File: config.mk
export PLATFORM = sky130hd
export DESIGN_NAME = instr_reg_top
export DESIGN_NICKNAME = d
export VERILOG_FILES = /design/src/rtl/ir_pkg.sv /design/src/rtl/ir_int_sample.sv /design/src/rtl/ir_next_sel.sv /design/src/rtl/ir_store.sv /design/src/rtl/ir_line_drv.sv /design/src/rtl/instr_reg_top.sv
export SDC_FILE = /design/constraint.sdc
export NUM_CORES = 1
export LEC_CHECK = 0
export BUFFER_PORTS_ARGS = -buffer_cell sky130_fd_sc_hd__buf_2
export CAP_MARGIN = 20
export CORE_AREA = 2 2 39 41
export DETAILED_ROUTE_END_ITERATION = 10
export DIE_AREA = 0 0 41 43
export PLACE_DENSITY_LB_ADDON = 0.2
export SLEW_MARGIN = 20
export SYNTH_ARGS = -nofsm -noshare
export SYNTH_HDL_FRONTEND = slang
export SYNTH_SLANG_ARGS = --single-unit
export TNS_END_PERCENT = 100
File: constraint.sdc
create_clock -name clk -period 1.1 [get_ports clk]
set_clock_uncertainty 0.15 [all_clocks]
set_input_delay 0.11 -clock clk [delete_from_list [all_inputs] [get_ports clk]]
set_output_delay 0.11 -clock clk [all_outputs]
set_load 0.01 [all_outputs]
File: src/rtl/ir_pkg.sv
package ir_pkg;
    localparam int OP_W  = 3;
    localparam int MS_W  = 2;

    typedef enum logic [OP_W-1:0] {
        OP_AND = 3'd0,
        OP_TAD = 3'd1,
        OP_ISZ = 3'd2,
        OP_DCA = 3'd3,
        OP_JMS = 3'd4,
        OP_JMP = 3'd5,
        OP_IOT = 3'd6,
        OP_OPR = 3'd7
    } opcode_e;

    typedef enum logic [MS_W-1:0] {
        MS_FETCH = 2'd0,
        MS_DEFER = 2'd1,
        MS_EXEC  = 2'd2,
        MS_DMA   = 2'd3
    } mstate_e;

    localparam opcode_e RESET_OP = OP_OPR;
    localparam opcode_e FORCE_OP = OP_JMS;

    typedef struct packed {
        logic ts2;
        logic ts4;
        logic tp2;
        logic tp3;
        logic tp4;
    } timing_t;

    typedef struct packed {
        logic    load;
        opcode_e value;
    } next_op_t;

    function automatic logic [OP_W-1:0] drive_lines(opcode_e op, logic en);
        return en ? ~op : {OP_W{1'b1}};
    endfunction
endpackage

File: src/rtl/ir_int_sample.sv
module ir_int_sample
    import ir_pkg::*;
(
    input  logic    clk,
    input  logic    rst,
    input  timing_t tim,
    input  logic    int_in_prog,
    output logic    int_seen
);
    logic sample_now;
    assign sample_now = tim.ts4 && tim.tp3 && int_in_prog;

    always_ff @(posedge clk) begin
        if (rst)
            int_seen <= 1'b0;
        else if (sample_now)
            int_seen <= 1'b1;
        else if (tim.tp4)
            int_seen <= 1'b0;
    end
endmodule

File: src/rtl/ir_next_sel.sv
module ir_next_sel
    import ir_pkg::*;
(
    input  timing_t           tim,
    input  mstate_e           ms,
    input  logic [OP_W-1:0]   md_op,
    input  logic              int_seen,
    output next_op_t          nxt
);
    logic take_memory;
    logic take_force;

    assign take_memory = tim.ts2 && tim.tp2 && (ms == MS_FETCH);
    assign take_force  = tim.ts4 && tim.tp4 && int_seen;

    always_comb begin
        nxt.load  = 1'b0;
        nxt.value = opcode_e'(md_op);
        if (take_force) begin
            nxt.load  = 1'b1;
            nxt.value = FORCE_OP;
        end else if (take_memory) begin
            nxt.load  = 1'b1;
        end
    end
endmodule

File: src/rtl/ir_store.sv
module ir_store
    import ir_pkg::*;
(
    input  logic     clk,
    input  logic     rst,
    input  next_op_t nxt,
    output opcode_e  op_q
);
    always_ff @(posedge clk) begin
        if (rst)
            op_q <= RESET_OP;
        else if (nxt.load)
            op_q <= nxt.value;
    end
endmodule

File: src/rtl/ir_line_drv.sv
module ir_line_drv
    import ir_pkg::*;
(
    input  opcode_e          op_q,
    input  logic             en,
    output logic [OP_W-1:0]  lines_n,
    output logic             valid
);
    logic [OP_W-1:0] inv;
    assign inv = drive_lines(op_q, 1'b1);

    for (genvar b = 0; b < OP_W; b++) begin : g_line
        assign lines_n[b] = en ? inv[b] : 1'b1;
    end

    assign valid = en;
endmodule

File: src/rtl/instr_reg_top.sv
module instr_reg_top
    import ir_pkg::*;
(
    input  logic              clk,
    input  logic              rst,
    input  logic              ts2,
    input  logic              ts4,
    input  logic              tp2,
    input  logic              tp3,
    input  logic              tp4,
    input  logic [MS_W-1:0]   mstate,
    input  logic [OP_W-1:0]   md_op,
    input  logic              int_in_prog,
    input  logic              ir_en,
    output logic [OP_W-1:0]   ir_n,
    output logic              ir_valid
);
    timing_t  tim;
    mstate_e  ms;
    logic     int_seen;
    next_op_t nxt;
    opcode_e  op_q;

    assign tim = '{ts2: ts2, ts4: ts4, tp2: tp2, tp3: tp3, tp4: tp4};
    assign ms  = mstate_e'(mstate);

    ir_int_sample u_sample (
        .clk         (clk),
        .rst         (rst),
        .tim         (tim),
        .int_in_prog (int_in_prog),
        .int_seen    (int_seen)
    );

    ir_next_sel u_sel (
        .tim      (tim),
        .ms       (ms),
        .md_op    (md_op),
        .int_seen (int_seen),
        .nxt      (nxt)
    );

    ir_store u_store (
        .clk  (clk),
        .rst  (rst),
        .nxt  (nxt),
        .op_q (op_q)
    );

    ir_line_drv u_drv (
        .op_q    (op_q),
        .en      (ir_en),
        .lines_n (ir_n),
        .valid   (ir_valid)
    );
endmodule

== After elaboration in Yosys (flattened, before gate mapping) ==
Cells that the tools add are included.
Word-level totals
  bits in registers: 4
  input port bits: 14
  output and inout port bits: 4
  logic and storage cells: 19
Operators by class
  multiplexer cells: 8
  bitwise logic cells: 1
  reduce and logical (&&, ||, !) cells: 8
Operator list (count)
  1-bit two-way mux: 7
  1-bit logical AND: 6
  3-bit two-way mux: 1
  3-bit inverter: 1
  2-bit zero test: 1
  2-bit nonzero test: 1

== Longest topological paths before layout ==
  depth after elaboration: 4
  gate-level depth with buffers: 3
  gate-level depth less buffers: 3

== Cells and area by module ==
From an unflattened synthesis, not the netlist that was laid out.
Second synthesis, totals
  cell total of the unflattened synthesis: 23
  area total of the unflattened synthesis: 203.9 sq um
Modules (own cells, without submodules)
  ir_store: times used 1, cells an instance 9, area each 105.1 sq um, sequential area each 60.1 sq um
  ir_int_sample: times used 1, cells an instance 4, area each 40.0 sq um, sequential area each 20.0 sq um
  ir_next_sel: times used 1, cells an instance 6, area each 40.0 sq um, sequential area each 0.0 sq um
  ir_line_drv: times used 1, cells an instance 4, area each 18.8 sq um, sequential area each 0.0 sq um

== Worst setup path before layout ==
OpenSTA, ideal clock, no wires.
  path kind: in2reg
  from: input port mstate[0]
  to: register u_store.op_q[0]
  library setup time: 0.119 ns
  data arrival time: 0.680 ns
  data required time: 0.831 ns
  slack: 0.151 ns
  stages: 3
  buffers on the path: 0
  cell sequence: and4bb_2 mux2i_1 o21bai_1
Between the ends
  longest elaborated chain between the ends: 4
RTL lines
  from (decl): RTL line instr_reg_top.sv:11  | input logic [MS_W-1:0] mstate,
  2-bit zero test: RTL line ir_next_sel.sv:13  | assign take_memory = tim.ts2 && tim.tp2 && (ms == MS_FETCH);
  1-bit logical AND: RTL line ir_next_sel.sv:13
  1-bit two-way mux: RTL line ir_next_sel.sv:22  | end else if (take_memory) begin
  1-bit two-way mux: RTL line ir_next_sel.sv:19  | if (take_force) begin
  to (signal assigned): RTL line ir_store.sv:13  | op_q <= nxt.value;
  to (decl): RTL line ir_store.sv:7  | output opcode_e op_q
Every way passes these cells.
A chain may end at the register's enable or synchronous reset.

== Worst setup path in the final report ==
  from: input port md_op[1]
  to: register u_store.op_q[1]
Between the ends
  longest elaborated chain between the ends: 1
RTL lines
  from (decl): RTL line instr_reg_top.sv:12  | input logic [OP_W-1:0] md_op,
  3-bit two-way mux: RTL line ir_next_sel.sv:19
Every way passes these cells.

==> flow_metrics.tcl <==
set metrics [dict create \
    crit_path_start "md_op[1]" \
    fp.dieW_um 41 \
    maxSlewHeadroom 0.904 \
    design_area_um2 367 \
    viasPerCell 3.61 \
    drt_wl_total_um 483 \
    ir_worst_vdd_uv 557 \
    grt_overflow 0 \
    antenna_left 0 \
    layout_commonest_cell "buf_2" \
    status "completed" \
    route.detailed.drc 0 \
    wl_per_cell_um 7.92 \
    finalCritPeriodShare 0.907 \
    hold_end "u_store.op_q[0]" \
    grt_setup_unrepaired "false" \
    grt_max_degree 5 \
    drt_first_pass_iters 3 \
    ys_warn_count 0 \
    path_class "in2reg" \
    cpPeakStageDelay_ps 530 \
    placed_cell_area_um2 284 \
    cts_root_buf "clkbuf_4" \
    worst_pin_slew_ps 140 \
    cp.required_ps 1070 \
    r2r-end "u_store.op_q[2]" \
    place.gp.congestion 0.581 \
    htree_levels 1 \
    syn_nets 34 \
    dieArea_um2 1760 \
    min_path_type "in2reg" \
    grt_pass1_wl_um 600 \
    whs_ps 13.7 \
    synth_top_area_frac 0.430 \
    hold_viol 0 \
    post_cts_buffers 0 \
    grt.total_usage 0.0553 \
    netlist_instances 20 \
    fin_crit_ps 997 \
    cp.arrival_ps 960 \
    leakagePower_uw 0.000185 \
    clk_pin_slew_worst_paths_ps 40 \
    r2r_cells 3 \
    ys_types 11 \
    n_antenna_cell 0 \
    syn_avg_cell_area_um2 9.32 \
    port_buffers 17 \
    vias 220 \
    nets 61 \
    cp_max_fo 1 \
    drt_iter0_drc 2 \
    synth_area_leaders "dfxtp_1 43%, mux2i_1 16%, nand2_1 8.1%" \
    fill_cells 154 \
    cts_tree "yes" \
    grt_pass1_vias 155 \
    drive_gt1_frac 0.467 \
    crit_family "buffers and inverters" \
    crit_buf_inv 2 \
    clock-sinks 4 \
    hold_depth 3 \
    crit_cells 4 \
    r2r_start "u_sample.int_seen" \
    pwr_density_cell_nw_per_um2 1100 \
    ff2ff_setup_slack_ps 230 \
    ys_ff_latch 4 \
    cts_max_path_buffers 2 \
    pin_count 18 \
    layout_common_cells "17 x buf_2, 6 x dlygate4sd3_1, 4 x nand2_1, 4 x dfxtp_1" \
    drv_cap 0 \
    synth_seq_area_share 0.430 \
    die_y_um 43 \
    fmax_mhz 1000 \
    slowest_stage "dlygate4sd3_1" \
    cts_buffers 3 \
    cts-resized-gates 0 \
    startpoint_type "primary input" \
    antenna_found_initial 0 \
    hp-start "md_op[0]" \
    initial_core_util 0.135 \
    insertion_delay_ps 230 \
    syn_to_final_growth_pct 96.6 \
    syn-cell-area_um2 186 \
    worst_setup_path_end_kind "flip-flop" \
    drv_slew 0 \
    fp.coreArea_um2 1380 \
    crit_chain "dlygate4sd3_1, buf_2, mux2i_1, o21bai_1" \
    synth.largest_area_cell "dfxtp_1" \
    finalSetupViolCount 0 \
    rows 14 \
]
## worst max path at each step
stage                       to  slack (ps)
2_1_floorplan  u_store.op_q[0]         150
3_3_place_gp   u_store.op_q[0]          -8
3_5_place_dp   u_store.op_q[0]          -1
4_1_cts                ir_n[0]          90
5_1_grt                ir_n[0]          50
6_report       u_store.op_q[1]         100
## layer usage
layer | wire, um | vias to the layer above | track usage
met4 | 0 | 0 | 0.0200
met1 | 238 | 81 | 0.0645
li1 | - | 123 | -
met3 | 79 | 0 | 0.0628
met2 | 165 | 16 | 0.0625
met5 | 0 | - | 0
## through the flow
step / TNS [ps] / setup WS [ps] / instances / util / total power [uW]
4_1_cts: 0 / 92.4 / 61 / 0.265 / 417
5_1_grt: 0 / 51.3 / 61 / 0.265 / 433
3_5_place_dp: -1.18 / -1.18 / 52 / 0.205 / 211
6_report: 0 / 103 / 61 / 0.265 / 404
3_3_place_gp: -7.88 / -7.88 / 52 / 0.205 / 212
2_1_floorplan: 0 / 151 / 20 / - / 178
## flip-flops by register name (all words and copies together), names as in the netlist
signal,cells
u_sample.int_seen,1
u_store.op_q,3
## power breakdown
part	switching, uW	internal (uW)	total, uW	leakage, uW
combinational	25.3	46.0	71.3	0.000139
clock	58.2	122	180	0.0000138
sequential	2.04	151	153	0.0000326
total	85.5	319	404	0.000185
## cell usage after synthesis
cell type and count:
nand2_1 4, and3_1 1, o21bai_1 2, nand2b_1 1, a21oi_1 1, nand3_1 1, nor2_1 1, buf_4 1
mux2i_1 3, and4bb_2 1, dfxtp_1 4
## worst register-to-register path: stages (launching register included)
cell and delay (ps):
dfxtp_1 300, and3_1 170, nor2_1 100, nand2_1 50
## repair_timing
item / CTS / global route
hold buffers: 6 / 0
hold endpoints to repair: 4 / 0
setup endpoints to repair: 0 / 0
## layout make-up
| type | instances | area (um2) | area share |
|---|---|---|---|
| clock buffers | 3 | 22.5 | 0.0614 |
| multi-input cells | 15 | 98.8 | 0.270 |
| flip-flops and latches | 4 | 80.1 | 0.218 |
| well taps | 16 | 20.0 | 0.0546 |
| repair buffers | 23 | 145 | 0.396 |
## cell families (layout without fill, tap and decap cells)
family                 count (synthesis)  after routing  synth area share
multiplexers                           3              3             0.161
AND/OR/NAND/NOR                        9              9             0.262
buffers and inverters                  1             26            0.0403
AO/OA/AOI/OAI                          3              3             0.107
flip-flops                             4              4             0.430
Note: power is estimated with default switching activity, not from simulation.
